File: config.mk
export PLATFORM = sky130hd
export DESIGN_NAME = iobank_freeze_seq
export DESIGN_NICKNAME = d
export VERILOG_FILES = /design/src/rtl/iofz_pkg.sv /design/src/rtl/iofz_gap_timer.sv /design/src/rtl/iofz_step_ctrl.sv /design/src/rtl/iofz_pin_reg.sv /design/src/rtl/iobank_freeze_seq.sv
export SDC_FILE = /design/constraint.sdc
export NUM_CORES = 1
export LEC_CHECK = 0
export ABC_AREA = 1
export BUFFER_PORTS_ARGS = -buffer_cell sky130_fd_sc_hd__buf_4
export CAP_MARGIN = 20
export CORE_AREA = 3 3 40 42
export CTS_CLUSTER_SIZE = 14
export DETAILED_ROUTE_END_ITERATION = 16
export DIE_AREA = 0 0 43 45
export SLEW_MARGIN = 20
export SYNTH_ARGS = -nofsm -noshare
export SYNTH_HDL_FRONTEND = slang
export SYNTH_SLANG_ARGS = --single-unit
File: constraint.sdc
create_clock -name clk -period 1.2 [get_ports clk]
set_input_delay 0.3 -clock clk [delete_from_list [all_inputs] [get_ports clk]]
set_output_delay 0.3 -clock clk [all_outputs]
set_load 0.005 [all_outputs]
File: src/rtl/iofz_pkg.sv
// Package: shared types for the IO bank freeze-thaw sequencer.
// Assumes: one step command is produced per cycle at most.
package iofz_pkg;

    // Sequencer position while a multi-step sequence runs
    typedef enum logic [1:0] {
        ST_IDLE      = 2'd0,
        ST_FRZ_WAIT  = 2'd1,
        ST_THW_WAIT1 = 2'd2,
        ST_THW_WAIT2 = 2'd3
    } seq_state_t;

    // Pin update applied at the next clock edge
    typedef enum logic [2:0] {
        CMD_NONE     = 3'd0,
        CMD_FRZ1     = 3'd1,
        CMD_FRZ2     = 3'd2,
        CMD_THW1     = 3'd3,
        CMD_THW2     = 3'd4,
        CMD_THW3     = 3'd5,
        CMD_HOLD_FRZ = 3'd6,
        CMD_HOLD_THW = 3'd7
    } step_cmd_t;

endpackage

File: src/rtl/iofz_gap_timer.sv
// Module: minimum-gap timer.
// A start pulse arms the timer. After GAP_EFF clock edges, done is high for
// the cycle that precedes the next step edge.
// Assumes: a start pulse may coincide with done (back-to-back gaps).
module iofz_gap_timer #(
    parameter int unsigned GAP_EFF = 1
) (
    input  logic clk,
    input  logic rst_n,
    input  logic start,
    output logic done
);
    localparam int unsigned CW = $clog2(GAP_EFF + 1);

    logic [CW-1:0] cnt;
    logic          running;

    assign done = running && (cnt == '0);

    // Load on start, count down while armed, disarm once expired
    always_ff @(posedge clk) begin
        if (!rst_n) begin
            cnt     <= '0;
            running <= 1'b0;
        end else if (start) begin
            cnt     <= CW'(GAP_EFF - 1);
            running <= 1'b1;
        end else if (done) begin
            running <= 1'b0;
        end else if (running) begin
            cnt <= cnt - 1'b1;
        end
    end

    // an armed timer never holds a count beyond the gap length
    a_r7_cnt_in_range: assert property (@(posedge clk) disable iff (!rst_n)
        running |-> (cnt <= CW'(GAP_EFF - 1)));

endmodule

File: src/rtl/iofz_step_ctrl.sv
// Module: step sequencer.
// Accepts requests only when idle, with freeze taking priority over thaw.
// Issues one pin command per step and tracks the frozen status.
// Assumes: requests are single-cycle pulses; done comes from iofz_gap_timer.
module iofz_step_ctrl
    import iofz_pkg::*;
(
    input  logic      clk,
    input  logic      rst_n,
    input  logic      freeze_req,
    input  logic      thaw_req,
    input  logic      gap_done,
    output logic      gap_start,
    output step_cmd_t cmd,
    output logic      frozen,
    output logic      busy
);
    seq_state_t state, state_nx;
    logic       frozen_nx;

    // Decide the next state, the pin command and whether a gap starts
    always_comb begin
        state_nx  = state;
        frozen_nx = frozen;
        cmd       = CMD_NONE;
        gap_start = 1'b0;
        unique case (state)
            ST_IDLE: begin
                if (freeze_req) begin
                    if (frozen) begin
                        cmd = CMD_HOLD_FRZ;
                    end else begin
                        cmd       = CMD_FRZ1;
                        gap_start = 1'b1;
                        state_nx  = ST_FRZ_WAIT;
                    end
                end else if (thaw_req) begin
                    if (!frozen) begin
                        cmd = CMD_HOLD_THW;
                    end else begin
                        cmd       = CMD_THW1;
                        gap_start = 1'b1;
                        state_nx  = ST_THW_WAIT1;
                    end
                end
            end
            ST_FRZ_WAIT: begin
                if (gap_done) begin
                    cmd       = CMD_FRZ2;
                    state_nx  = ST_IDLE;
                    frozen_nx = 1'b1;
                end
            end
            ST_THW_WAIT1: begin
                if (gap_done) begin
                    cmd       = CMD_THW2;
                    gap_start = 1'b1;
                    state_nx  = ST_THW_WAIT2;
                end
            end
            ST_THW_WAIT2: begin
                if (gap_done) begin
                    cmd       = CMD_THW3;
                    state_nx  = ST_IDLE;
                    frozen_nx = 1'b0;
                end
            end
            default: state_nx = ST_IDLE;
        endcase
    end

    // Register the sequencer position and the frozen status
    always_ff @(posedge clk) begin
        if (!rst_n) begin
            state  <= ST_IDLE;
            frozen <= 1'b1;
        end else begin
            state  <= state_nx;
            frozen <= frozen_nx;
        end
    end

    assign busy = (state != ST_IDLE);

    // status flips only on the edge that ends a sequence
    a_r8_status_at_end: assert property (@(posedge clk) disable iff (!rst_n)
        !$stable(frozen) |-> ($past(busy) && !busy));

    // a redundant request leaves the sequencer idle
    a_r9_hold_stays_idle: assert property (@(posedge clk) disable iff (!rst_n)
        (!busy && ((freeze_req && frozen) || (!freeze_req && thaw_req && !frozen)))
            |=> !busy);

    // a freeze request from thawed idle never starts a thaw
    a_r10_freeze_wins: assert property (@(posedge clk) disable iff (!rst_n)
        (!busy && freeze_req && !frozen) |=> (state == ST_FRZ_WAIT));

endmodule

File: src/rtl/iofz_pin_reg.sv
// Module: IO control line registers.
// Applies each step command to the five control lines. The reset value is
// the frozen safe state.
// Assumes: commands arrive in a legal order from iofz_step_ctrl.
module iofz_pin_reg
    import iofz_pkg::*;
(
    input  logic      clk,
    input  logic      rst_n,
    input  step_cmd_t cmd,
    output logic      slew_n,
    output logic      pullup_n,
    output logic      tristate_n,
    output logic      bushold_n,
    output logic      cfg_done
);
    // Update the control lines for the commanded step
    always_ff @(posedge clk) begin
        if (!rst_n) begin
            slew_n     <= 1'b0;
            pullup_n   <= 1'b0;
            tristate_n <= 1'b0;
            bushold_n  <= 1'b0;
            cfg_done   <= 1'b0;
        end else begin
            unique case (cmd)
                CMD_FRZ1: begin
                    slew_n     <= 1'b0;
                    pullup_n   <= 1'b0;
                    tristate_n <= 1'b0;
                end
                CMD_FRZ2: begin
                    bushold_n <= 1'b0;
                    cfg_done  <= 1'b0;
                end
                CMD_THW1: begin
                    bushold_n <= 1'b1;
                    cfg_done  <= 1'b1;
                end
                CMD_THW2: begin
                    pullup_n   <= 1'b1;
                    tristate_n <= 1'b1;
                end
                CMD_THW3: slew_n <= 1'b1;
                CMD_HOLD_FRZ: begin
                    slew_n     <= 1'b0;
                    pullup_n   <= 1'b0;
                    tristate_n <= 1'b0;
                    bushold_n  <= 1'b0;
                    cfg_done   <= 1'b0;
                end
                CMD_HOLD_THW: begin
                    slew_n     <= 1'b1;
                    pullup_n   <= 1'b1;
                    tristate_n <= 1'b1;
                    bushold_n  <= 1'b1;
                    cfg_done   <= 1'b1;
                end
                default: ;
            endcase
        end
    end

    // bus-hold and config-done always move together
    a_r3_hold_tracks_cfg: assert property (@(posedge clk) disable iff (!rst_n)
        bushold_n == cfg_done);

    // pull-up and tristate are released only once bus-hold is released
    a_r5_release_after_hold: assert property (@(posedge clk) disable iff (!rst_n)
        (pullup_n || tristate_n) |-> bushold_n);

    // slew is released last
    a_r6_slew_last: assert property (@(posedge clk) disable iff (!rst_n)
        slew_n |-> (pullup_n && tristate_n));

endmodule

File: src/rtl/iobank_freeze_seq.sv
// Module: IO bank freeze-thaw sequencer (top).
// Connects the step sequencer, the gap timer and the pin registers.
// Assumes: GAP_CYCLES = ceil(min step spacing / clock period); 0 means 1.
module iobank_freeze_seq
    import iofz_pkg::*;
#(
    parameter int unsigned GAP_CYCLES = 2
) (
    input  logic clk,
    input  logic rst_n,
    input  logic freeze_req,
    input  logic thaw_req,
    output logic slew_n,
    output logic pullup_n,
    output logic tristate_n,
    output logic bushold_n,
    output logic cfg_done,
    output logic frozen,
    output logic busy
);
    localparam int unsigned GAP_EFF = (GAP_CYCLES < 1) ? 1 : GAP_CYCLES;

    logic      gap_start;
    logic      gap_done;
    step_cmd_t cmd;

    iofz_step_ctrl u_ctrl (
        .clk       (clk),
        .rst_n     (rst_n),
        .freeze_req(freeze_req),
        .thaw_req  (thaw_req),
        .gap_done  (gap_done),
        .gap_start (gap_start),
        .cmd       (cmd),
        .frozen    (frozen),
        .busy      (busy)
    );

    iofz_gap_timer #(.GAP_EFF(GAP_EFF)) u_gap (
        .clk  (clk),
        .rst_n(rst_n),
        .start(gap_start),
        .done (gap_done)
    );

    iofz_pin_reg u_pins (
        .clk       (clk),
        .rst_n     (rst_n),
        .cmd       (cmd),
        .slew_n    (slew_n),
        .pullup_n  (pullup_n),
        .tristate_n(tristate_n),
        .bushold_n (bushold_n),
        .cfg_done  (cfg_done)
    );

    // a freeze step never touches the lines while idle and not requested
    a_r2_quiet_when_idle: assert property (@(posedge clk) disable iff (!rst_n)
        (!busy && !freeze_req && !thaw_req)
            |=> ($stable(slew_n) && $stable(pullup_n) && $stable(bushold_n)));

endmodule

After elaboration in Yosys (flattened, before gate mapping)
Index checks and enable logic that the tools add are counted.
{"block": "totals", "register_bits": 9, "inputBits": 4, "output_inout_bits": 7, "word_cells": 81}
{"block": "classes", "n_addsub": 1, "n_eq_ne": 18, "n_mux": 31, "bitwise": 2, "n_reduce_logical": 21}
{"cell": "$mux 3", "count": 6}
{"cell": "$mux 2", "count": 7}
{"cell": "$reduce_bool 2->1", "count": 7}
{"cell": "$reduce_or 2->1", "count": 7}
{"cell": "$eq 3x3->1 const B", "count": 4}
{"cell": "$pmux 3 s4", "count": 1}
{"cell": "$mux 1", "count": 11}
{"cell": "$pmux 1 s2", "count": 5}
{"cell": "$ne 2x2->1 const B", "count": 4}
{"cell": "$eq 3x2->1 const B", "count": 2}
{"cell": "$ne 3x3->1 const B", "count": 2}
{"cell": "$pmux 2 s3", "count": 1}
{"cell": "$reduce_and 5->1", "count": 1}
{"cell": "$eq 2x2->1 const B", "count": 2}
{"cell": "$logic_not 2->1", "count": 2}
{"cell": "$reduce_and 2->1", "count": 2}
{"cell": "$eq 3x1->1 const B", "count": 1}
{"cell": "$ne 3x2->1 const B", "count": 1}
{"cell": "$reduce_and 3->1", "count": 1}
{"cell": "$eq 2x1->1 const B", "count": 1}
{"cell": "$ne 2x1->1 const B", "count": 1}
{"cell": "$not 1->1", "count": 2}
{"cell": "$sub 2x1->2 const B", "count": 1}
{"cell": "$logic_and 1x1->1", "count": 1}

Depth between registers and ports, before layout
Gate-level depths: netlist (run 1).
{"block": "logic_depth", "word_depth": 7, "mapped_depth": 10, "mapped_depth_nobuf": 10}

Cells and area by module
From an unflattened synthesis (run 1), not the netlist that was laid out.
{"block": "hier_totals", "cells_unflattened": 93, "area_unflattened_um2": 564.3}
{"module": "iofz_step_ctrl", "n_inst": 1, "cells_each": 43, "area_per_inst_um2": 249.0, "seq_area_each_um2": 60.1}
{"module": "iofz_pin_reg", "n_inst": 1, "cells_each": 28, "area_per_inst_um2": 163.9, "seq_area_each_um2": 60.1}
{"module": "iofz_gap_timer", "n_inst": 1, "cells_each": 22, "area_per_inst_um2": 151.4, "seq_area_each_um2": 60.1}

Worst setup path after synthesis (run 1)
No wires, ideal clock.
{"block": "synth_path", "kind": "reg2reg", "start": "reg u_gap.cnt[0]", "end": "reg u_ctrl.state[0]", "setup_time_ns": 0.117, "arrival_time_ns": 1.076, "required_ns": 1.083, "setup_slack_ns": 0.007, "path_stages_with_launch": 9, "path_buffers": 0, "synth_period_minus_slack_ns": 1.193, "cell_sequence": "dfxtp_1 > inv_1 > ha_1 > nand2_1 > inv_1 > nand2_1 > nand2_1 > o21ai_0 > nor2_1"}
{"block": "synth_between", "elab_chain_len": 4, "elab_cells_between_ends": 5, "cone_classes": "eq/ne (2); reduce/logical (3)"}
{"element": "start: declaration", "line": "iofz_gap_timer.sv:15", "source": "logic [CW-1:0] cnt;"}
{"element": "start signal: assignment", "line": "iofz_gap_timer.sv:26", "source": "cnt <= CW'(GAP_EFF - 1);"}
{"element": "start signal: assignment", "line": "iofz_gap_timer.sv:31", "source": "cnt <= cnt - 1'b1;"}
{"element": "$logic_not 2->1 *", "line": "iofz_gap_timer.sv:18", "source": "assign done = running && (cnt == '0);"}
{"element": "$logic_and 1x1->1 *", "line": "iofz_gap_timer.sv:18"}
{"element": "$ne 2x2->1 (no source line) or $ne 2x1->1 (tied branches)"}
{"element": "$reduce_and 5->1 (no source line) *"}
{"element": "end signal: assignment", "line": "iofz_step_ctrl.sv:78", "source": "state <= state_nx;"}
{"element": "end: declaration", "line": "iofz_step_ctrl.sv:18", "source": "seq_state_t state, state_nx;"}
Every way passes the cells marked *; elsewhere a longest branch is shown, timed or not.
A chain may end at the register's enable or synchronous reset.

Final worst setup path (run 1)
{"block": "layout_path", "start": "reg u_ctrl.state[0]", "end": "out busy"}
{"block": "layout_between", "elab_chain_len": 1}
{"element": "$reduce_bool 2->1", "line": "iofz_step_ctrl.sv:83", "source": "assign busy = (state != ST_IDLE);"}
{"element": "end: declaration", "line": "iobank_freeze_seq.sv:19", "source": "output logic busy"}
Every way passes these cells.

==> results of run 1 <==
==> layout by cell type, fill, tap and decap left out <==
cell / count
a21oi_1: 3
a21oi_2: 2
a21oi_4: 1
a31oi_1: 2
buf_4: 16
clkbuf_1: 1
clkbuf_4: 3
dfxtp_1: 4
dfxtp_2: 3
dfxtp_4: 2
ha_4: 1
inv_1: 8
inv_2: 4
inv_4: 2
nand2_1: 21
nand2_2: 8
nand2_4: 3
nand3_1: 3
nor2_1: 8
nor2_4: 1
o21ai_0: 1
o21ai_1: 2
o31ai_1: 1
xor2_1: 1
==> layer usage <==
| layer | up-vias | GRT usage (%) | wire [um] |
|---|---|---|---|
| li1 | 291 | - | - |
| met1 | 222 | 15.74 | 515 |
| met2 | 19 | 20.06 | 569 |
| met3 | 0 | 5.976 | 94 |
| met4 | 0 | 3.614 | 0 |
| met5 | - | 0 | 0 |
==> critical path: stages, from the launching register on <==
cell     delay [ns]
dfxtp_4        0.36
inv_4          0.06
nand2_4        0.05
buf_4          0.13
==> flip-flops by register name, indices dropped and copies added, names as in the netlist <==
name and count:
u_gap.cnt 2, u_pins.slew_n 1, u_gap.running 1, u_pins.bushold_n 1, u_pins.pullup_n 1, u_ctrl.frozen 1
u_ctrl.state 2
==> Yosys cell counts, drive strengths merged <==
| cell | n | area [um2] |
|---|---|---|
| a31oi | 2 | 12.51 |
| nand3 | 3 | 15.01 |
| xor2 | 1 | 8.760 |
| nand2 | 32 | 132.6 |
| dfxtp | 9 | 180.2 |
| nor2 | 9 | 41.29 |
| buf | 2 | 15.01 |
| a21oi | 6 | 37.54 |
| o21ai | 3 | 15.01 |
| ha | 1 | 12.51 |
| o31ai | 1 | 7.510 |
| inv | 14 | 52.55 |
==> final timing paths <==
| check | slack (ns) | end | cells after the start | from |
|---|---|---|---|---|
| setup / recovery | 0.03 | busy | 3 | u_ctrl.state[0]$_SDFFE_PN0P_ |
| hold / removal | 0.29 | u_ctrl.frozen$_SDFFE_PN1P_ | 2 | rst_n |
| setup reg to reg | 0.06 | u_pins.pullup_n$_SDFFE_PN0P_ | 9 | u_gap.cnt[1]$_SDFFE_PP0P_ |
| hold reg to reg | 0.47 | u_pins.slew_n$_SDFFE_PN0P_ | 2 | u_pins.slew_n$_SDFFE_PN0P_ |
==> cell families after synthesis <==
| logic type | count (synthesis) | share of synthesized area [%] |
|---|---|---|
| DFF | 9 | 33.96 |
| AOI/OAI and AO/OA | 12 | 13.68 |
| adders and majority gates | 1 | 2.358 |
| buffers and inverters | 16 | 12.73 |
| xor gates and xnor gates | 1 | 1.651 |
| and+or+nand+nor | 44 | 35.61 |
==> area by class of cell <==
type,count,area (um2),share of cell area [%]
clock buffer,4,26.28,3.500
inverter,14,57.56,7.667
multi-input combinational,58,336.6,44.83
sequential,9,191.4,25.50
tap,15,18.77,2.500
timing repair buffer,16,120.1,16.00
==> power by group <==
part           total [mW]  leakage, nW  switching, mW  internal, mW
Combinational       0.226        0.309          0.118         0.108
Clock               0.231       0.0150          0.104         0.128
Sequential          0.339       0.0754         0.0202         0.319
Total               0.796        0.399          0.242         0.555
==> through the flow <==
| step | cell area [um2] | power [mW] | utilization [%] | hold slack (ns) |
|---|---|---|---|---|
| detailed placement | 624.3 | 0.5187 | 48.59 | 0.4618 |
| global placement | 624.3 | 0.5173 | 48.59 | 0.4571 |
| floorplan | 530.5 | 0.4553 | - | 0.3690 |
| finish | 750.7 | 0.7962 | 58.42 | 0.2889 |
| CTS | 679.4 | 0.7617 | 52.87 | 0.2820 |
| global route | 750.7 | 0.8485 | 58.42 | 0.2800 |
==> timing repair <==
item                                    CTS  global route
pin swaps                                 2             4
setup buffers                             1             3
hold endpoints to repair                  0             0
gates cloned                              0             0
endpoints found under the setup margin    8             8
gates resized for setup                  10            17
==> metrics.md, run 1 <==
| Metric | Value |
|---|---|
| Clk sinks | `9` |
| Routed Antenna Nets | `0` |
| Slew Viols, Final | `0` |
| Port bufs | `10` |
| WP data required | `0.90 ns` |
| Hold_buf cts | `0` |
| Starting DRT DRC Count | `5` |
| Final worst slack | `0.03233 ns` |
| Worst Skew | `0.009198 ns` |
| Initial antenna violation count | `0` |
| Clock buffer depth | `2` |
| # DRC | `0` |
| Total gr overflow | `0` |
| Final Setup Violations | `0` |
| YS warnings | `0` |
| Top-level port count | `11` |
| Crit path arrival time | `0.87 ns` |
| Area growth from synthesis to layout | `41.51%` |
| Site Rows | `13` |
| Maximum clock frequency | `856.4 MHz` |
| Via density | `4.586` |
| Largest net degree at the start of global routing | `9` |
| Core area | `1285 um2` |
| Drt total wl | `1179 um` |
| Initial Util | `41.29%` |
| Diode count | `0` |
| Syn_nets | `88` |
| Setup TNS | `0 ns` |
| Leak Pwr | `0.3993 nW` |
| Via count of the first global-routing pass | `438` |
| Peak VDD IR | `0.7817 mV` |
| Final period util | `97.31%` |
| Min Tclk post-route | `1.168 ns` |
| DR vias | `532` |
| Routed length per placed instance | `10.16 um` |
| Pwr dens | `1061 nW/um2` |
| Crit path max fanout | `3` |
| First-pass GRT wire length | `1814 um` |
| CTS Buf Count | `3` |
| Final-report hold violation count | `0` |
| CTS H-tree lvls | `1` |
| Post-synthesis sequential area ratio | `33.96%` |
| Post-Place Setup Slack | `-0.07830 ns` |
| RSZ-0062 raised after global routing | `true` |
| Post-synthesis cell count | `83` |
| Layout fillers | `113` |
| Min-Delay Path Class | `input port to register` |
| Clock Pin Slew Worst Setup and Hold Paths | `0.07 ns` |
| Final HPWL DP | `843.4 um` |
| Status | `completed` |
| Kind of start point of the critical path | `register` |
| Post-route insts no fill | `116` |
| Worst-Margin Slew | `0.1934 ns` |
| Type of the worst setup path | `register to output pin` |
| Die width | `43 um` |
| Total GRT Usage | `12.76%` |
| Die area | `1935 um2` |
| Max Cap Viol | `0` |
| Post-synth cell types | `17` |
| Placer Congestion | `0.7929` |
| Mean Syn Cell Area | `6.392 um2` |
| Pre-antenna DRT Iters | `4` |
| Worst-Skew Late Latency | `0.26 ns` |
| Nature of the critical path endpoint | `output pin` |
| Slew headroom | `87.00%` |
| Net count, final | `107` |
| Mapped Area | `530.5 um2` |
| Die Ht | `45 um` |
| TritonCTS clock tree | `built` |
| Layout cells sized above 1 | `45.54%` |
| Root Buffer | `clkbuf_4` |
| Placed cells | `108` |
| Synthesized flop and latch total | `9` |
Note: power is estimated with default switching activity, not from simulation.
==> run 2: changes to the inputs <==
Settings changed: PLACE_DENSITY_LB_ADDON set to 0.08.
==> metrics.md, run 2 (synthesized netlist as in run 1, its figures left out) <==
| Metric | Value |
|---|---|
| Min Tclk post-route | `1.176 ns (+0.008310 ns)` |
| TritonCTS clock tree | `built` |
| Final period util | `98.00% (+0.69 points)` |
| Drt total wl | `1167 um (-1.0%)` |
| Type of the worst setup path | `register to output pin` |
| Die Ht | `45 um (unchanged)` |
| Total GRT Usage | `14.10% (+1.3 points)` |
| Via density | `4.730 (+3.1%)` |
| Port bufs | `10 (unchanged)` |
| Switching power total | `244.9 uW (+1.4%)` |
| Slew Viols, Final | `0 (unchanged)` |
| DR vias | `544 (+2.3%)` |
| Clk sinks | `9 (unchanged)` |
| Most frequent cells in the layout | `nand2_1, buf_4, inv_1, nand2_2, nor2_1` |
| Max Cap Viol | `0 (unchanged)` |
| Starting DRT DRC Count | `26 (+21)` |
| Clock group share of total power | `30.5% (+1.4 points)` |
| CP max-delay cell | `dfxtp_4` |
| Final HPWL DP | `794.1 um (-5.8%)` |
| Crit path largest cell delay | `0.36 ns (about the same)` |
| Worst-path cell chain | `inv_2 -> nand2_4 -> buf_6` |
| Switching share of power | `30.86% (+0.52 points)` |
| Pwr dens | `1077 nW/um2 (+1.5%)` |
| Area growth from synthesis to layout | `38.92%` |
| Initial antenna violation count | `0 (unchanged)` |
| Final worst slack | `0.02401 ns (-0.008310 ns)` |
| Total Power | `793.7 uW (-0.31%)` |
| Nature of the critical path endpoint | `output pin` |
| Seq pwr share | `42.6% (about the same)` |
| Worst Skew | `0.003741 ns (-0.005457 ns)` |
| Routed length per placed instance | `10.15 um (-0.16%)` |
| Die width | `43 um (unchanged)` |
| WP data required | `0.90 ns (about the same)` |
| Status | `completed` |
| Power share of the combinational group | `26.9% (-1.5 points)` |
| # DRC | `0 (unchanged)` |
| Biggest regs | `u_ctrl.state (2), u_gap.cnt (2)` |
| Via count of the first global-routing pass | `490 (+12%)` |
| CP bufs+invs | `2 (unchanged)` |
| Final-report hold violation count | `0 (unchanged)` |
| Net count, final | `106 (-0.93%)` |
| Layout cells sized above 1 | `45.00% (-0.54 points)` |
| Site Rows | `13 (unchanged)` |
| Min-Delay Path Class | `input port to register` |
| P_int | `548.8 uW (-1.1%)` |
| Core area | `1285 um2 (unchanged)` |
| Worst-Margin Slew | `0.2377 ns (+0.04435 ns)` |
| RSZ-0062 raised after global routing | `true` |
| Largest net degree at the start of global routing | `9 (unchanged)` |
| Kind of start point of the critical path | `register` |
| Crit path arrival time | `0.88 ns (about the same)` |
| Pre-antenna DRT Iters | `4 (unchanged)` |
| Worst-Skew Late Latency | `0.27 ns (about the same)` |
| Diode count | `0 (unchanged)` |
| Slew headroom | `84.09% (-2.9 points)` |
| Initial Util | `41.29% (unchanged)` |
| Layout fillers | `114 (+0.88%)` |
| CTS Buf Count | `3 (unchanged)` |
| Post-Place Setup Slack | `-0.1185 ns (-0.04020 ns)` |
| CTS H-tree lvls | `1 (unchanged)` |
| Die area | `1935 um2 (unchanged)` |
| Clock buffer depth | `2 (unchanged)` |
| Root Buffer | `clkbuf_4` |
| Peak VDD IR | `0.7121 mV (-8.9%)` |
| Total gr overflow | `0 (unchanged)` |
| Final Setup Violations | `0 (unchanged)` |
| First-pass GRT wire length | `1938 um (+6.8%)` |
| Crit path max-delay family | `flip-flops` |
| Clock Pin Slew Worst Setup and Hold Paths | `0.06 ns (about the same)` |
| Top-level port count | `11 (unchanged)` |
| Maximum clock frequency | `850.4 MHz (-0.71%)` |
| Crit path max fanout | `5 (+2)` |
| Routed Antenna Nets | `0 (unchanged)` |
| Leak Pwr | `0.3909 nW (-2.1%)` |
| Placer Congestion | `0.7838 (-1.1%)` |
| Commonest non-fill, non-tap cell in the layout | `nand2_1` |
-- run 2: final cells by class --
cell class	instances	area, um2	share of cell area [%]
repair buffers	15	116.4	15.79
clock buffers	4	26.28	3.565
well taps	15	18.77	2.547
inverters	14	55.05	7.470
multi-input cells	58	329.1	44.65
flip-flops and latches	9	191.4	25.98
-- run 2: path summary, 6_finish.rpt --
| path | cells past startpoint | slack [ns] | end | start |
|---|---|---|---|---|
| worst min-delay path | 2 | 0.26 | u_ctrl.frozen$_SDFFE_PN1P_ | rst_n |
| worst min register to register | 2 | 0.47 | u_pins.slew_n$_SDFFE_PN0P_ | u_pins.slew_n$_SDFFE_PN0P_ |
| worst max-delay path | 3 | 0.02 | busy | u_ctrl.state[1]$_SDFFE_PN0P_ |
| worst max register to register | 8 | 0.05 | u_pins.pullup_n$_SDFFE_PN0P_ | u_ctrl.state[0]$_SDFFE_PN0P_ |
-- run 2: power by group through the flow --
stage          logic (mW)  clock network (mW)  registers [mW]
2_1_floorplan       0.116                   0           0.339
3_3_place_gp        0.173                   0           0.341
3_5_place_dp        0.174                   0           0.341
4_1_cts             0.194               0.246           0.338
5_1_grt             0.236               0.275           0.342
6_report            0.214               0.242           0.338
-- run 2: repair_timing --
item / CTS / global route
pin swaps: 3 / 5
buffers inserted: 1 / 2
endpoints found under the setup margin: 8 / 7
resized for setup: 14 / 12
hold buffers: 0 / 0
-- run 2: worst reg2reg max path, cell delays in order, from the launching register on --
cell and delay (ns):
dfxtp_4 0.38, inv_4 0.05, buf_4 0.15, nor2_4 0.12, nand2_2 0.06, nand2_2 0.08, nand2_1 0.08, nand2_1 0.08
a21oi_2 0.05
-- run 2: routing by layer --
layer	share of wire [%]	track usage, %	vias up
met5	0	0	-
met4	2.7	10.84	0
met3	6.8	5.179	5
met2	44	22.46	15
met1	46	15.25	236
li1	-	-	288
-- run 2: stage by stage --
step                      std cells  utilization [%]  hold WS, ns  instance area [um2]  setup TNS [ns]
after detailed placement        108            48.59       0.4641                624.3         -0.5238
after global placement          108            48.59       0.4604                624.3         -0.4269
after floorplan                  83                -       0.3690                530.5               0
after global routing            115            57.35       0.2690                737.0        -0.02679
after CTS                       113            54.24       0.2686                696.9               0
final                           115            57.35       0.2573                737.0               0
==> run 3: changes to the inputs <==
Settings changed: SETUP_SLACK_MARGIN set to 0.05.
==> metrics.md, run 3 (synthesized netlist as in run 1, its figures left out) <==
| Metric | Value |
|---|---|
| Status | `completed` |
| Placer Congestion | `0.8554 (+9.1%)` |
| Crit path max fanout | `3 (-2)` |
| Worst-Skew Late Latency | `0.27 ns (about the same)` |
| Most frequent cells in the layout | `nand2_1, buf_4, nand2_4` |
| Via density | `4.776 (+0.96%)` |
| Power share of the combinational group | `30.8% (+3.9 points)` |
| Setup TNS | `0 ns (unchanged)` |
| First-pass GRT wire length | `1925 um (-0.67%)` |
| Switching power total | `287.0 uW (+17%)` |
| Post-route design area | `813.3 um2 (+10%)` |
| DR vias | `554 (+1.8%)` |
| RSZ-0062 raised after global routing | `true` |
| WP data required | `0.90 ns (about the same)` |
| Peak VDD IR | `0.5653 mV (-21%)` |
| CTS H-tree lvls | `1 (unchanged)` |
| Switching share of power | `33.68% (+2.8 points)` |
| Placed cells | `107 (-0.93%)` |
| Clock group share of total power | `29.7% (-0.8 points)` |
| Drt total wl | `1183 um (+1.4%)` |
| Net count, final | `107 (+0.94%)` |
| Final-report hold violation count | `0 (unchanged)` |
| Biggest regs | `u_ctrl.state (2), u_gap.cnt (2)` |
| Routed Antenna Nets | `0 (unchanged)` |
| Commonest non-fill, non-tap cell in the layout | `nand2_1` |
| Crit path largest cell delay | `0.36 ns (about the same)` |
| Final period util | `95.70% (-2.3 points)` |
| Seq pwr share | `39.6% (-3.0 points)` |
| Clock Pin Slew Worst Setup and Hold Paths | `0.07 ns (about the same)` |
| Die width | `43 um (unchanged)` |
| Slew Viols, Final | `0 (unchanged)` |
| Port bufs | `10 (unchanged)` |
| Total gr overflow | `0 (unchanged)` |
| P_int | `565.1 uW (+3.0%)` |
| Die area | `1935 um2 (unchanged)` |
| Kind of start point of the critical path | `register` |
| Initial Util | `41.29% (unchanged)` |
| Min Tclk post-route | `1.148 ns (-0.02757 ns)` |
| Post-route insts no fill | `116 (+0.87%)` |
| Die Ht | `45 um (unchanged)` |
| Hold_buf cts | `0 (unchanged)` |
| Top-level port count | `11 (unchanged)` |
| Hold_ws | `0.2465 ns (-0.01080 ns)` |
| Largest net degree at the start of global routing | `9 (unchanged)` |
| Min-Delay Path Class | `input port to register` |
| Root Buffer | `clkbuf_4` |
| Placed Area | `621.8 um2 (-0.40%)` |
| # DRC | `0 (unchanged)` |
| Max Cap Viol | `0 (unchanged)` |
| Core area | `1285 um2 (unchanged)` |
| Total Power | `852.1 uW (+7.4%)` |
| Slew headroom | `85.59% (+1.5 points)` |
| Diode count | `0 (unchanged)` |
| Final HPWL DP | `806.8 um (+1.6%)` |
| Site Rows | `13 (unchanged)` |
| Final Setup Violations | `0 (unchanged)` |
| CP max-delay cell | `dfxtp_4` |
| TritonCTS clock tree | `built` |
| Crit path arrival time | `0.85 ns (-0.03 ns)` |
| Routed length per placed instance | `10.20 um (+0.50%)` |
| Total GRT Usage | `13.75% (-0.35 points)` |
| Pre-antenna DRT Iters | `4 (unchanged)` |
| Pwr dens | `1048 nW/um2 (-2.7%)` |
| Clock buffer depth | `2 (unchanged)` |
| Type of the worst setup path | `register to output pin` |
| CTS Buf Count | `3 (unchanged)` |
| Worst-path cell chain | `inv_4 -> nand2_4 -> buf_6` |
| Area growth from synthesis to layout | `53.30%` |
| Layout cells sized above 1 | `54.46% (+9.5 points)` |
| Worst-Margin Slew | `0.2143 ns (-0.02345 ns)` |
| Maximum clock frequency | `870.8 MHz (+2.4%)` |
| Starting DRT DRC Count | `14 (-46%)` |
| Initial antenna violation count | `0 (unchanged)` |
| Worst Skew | `0.003900 ns (+0.0001587 ns)` |
| Leak Pwr | `0.4324 nW (+11%)` |
| Via count of the first global-routing pass | `455 (-7.1%)` |
| Clk sinks | `9 (unchanged)` |
| Nature of the critical path endpoint | `output pin` |
[run 3: layout make-up]
class | count | area [um2]
Multi-Input combinational cell | 58 | 391.6
Inverter | 14 | 60.06
Clock inverter | 1 | 5.005
Sequential cell | 9 | 191.4
Timing Repair Buffer | 16 | 123.9
Fill cell | 109 | 471.7
Tap cell | 15 | 18.77
Clock buffer | 3 | 22.52
[run 3: stage by stage]
stage / utilization (%) / setup WS, ns
after floorplan: - / 0.06850
after global placement: 48.39 / -0.001453
after detailed placement: 48.39 / -0.01392
after CTS: 56.09 / 0.04453
after global routing: 63.29 / -0.03246
final: 63.29 / 0.05158
[run 3: power groups by stage]
stage | combinational [mW] | clock, mW | sequential [mW]
floorplan | 0.118 | 0 | 0.340
global placement | 0.173 | 0 | 0.342
detailed placement | 0.172 | 0 | 0.342
CTS | 0.213 | 0.258 | 0.333
global route | 0.291 | 0.273 | 0.340
finish | 0.262 | 0.253 | 0.337
[run 3: layer usage]
| metal | GRT usage (%) | share of wire (%) | up-vias |
|---|---|---|---|
| met3 | 3.586 | 7.7 | 3 |
| met5 | 0 | 0 | - |
| met4 | 10.84 | 2.8 | 0 |
| li1 | - | - | 290 |
| met1 | 18.84 | 48 | 242 |
| met2 | 17.96 | 42 | 19 |
[run 3: path summary, 6_finish.rpt]
| kind | slack [ns] | cells after the start | startpoint | end |
|---|---|---|---|---|
| hold / removal | 0.25 | 2 | rst_n | u_ctrl.frozen$_SDFFE_PN1P_ |
| hold reg to reg | 0.46 | 2 | u_pins.slew_n$_SDFFE_PN0P_ | u_pins.slew_n$_SDFFE_PN0P_ |
| setup / recovery | 0.05 | 3 | u_ctrl.state[1]$_SDFFE_PN0P_ | busy |
| setup reg to reg | 0.06 | 7 | u_ctrl.state[1]$_SDFFE_PN0P_ | u_pins.pullup_n$_SDFFE_PN0P_ |
[run 3: repair_timing]
item | 4_1_cts | 5_1_grt
gates cloned | 0 | 0
resized for setup | 19 | 22
pin swaps | 6 | 9
buffers inserted | 3 | 2
endpoints found under the setup margin | 8 | 8
[run 3: critical path, delay by kind of cell (launching register included)]
family | cells | cell delay [ns]
flip-flops | 1 | 0.36
buffers and inverters | 2 | 0.17
AND/OR/NAND/NOR | 1 | 0.05
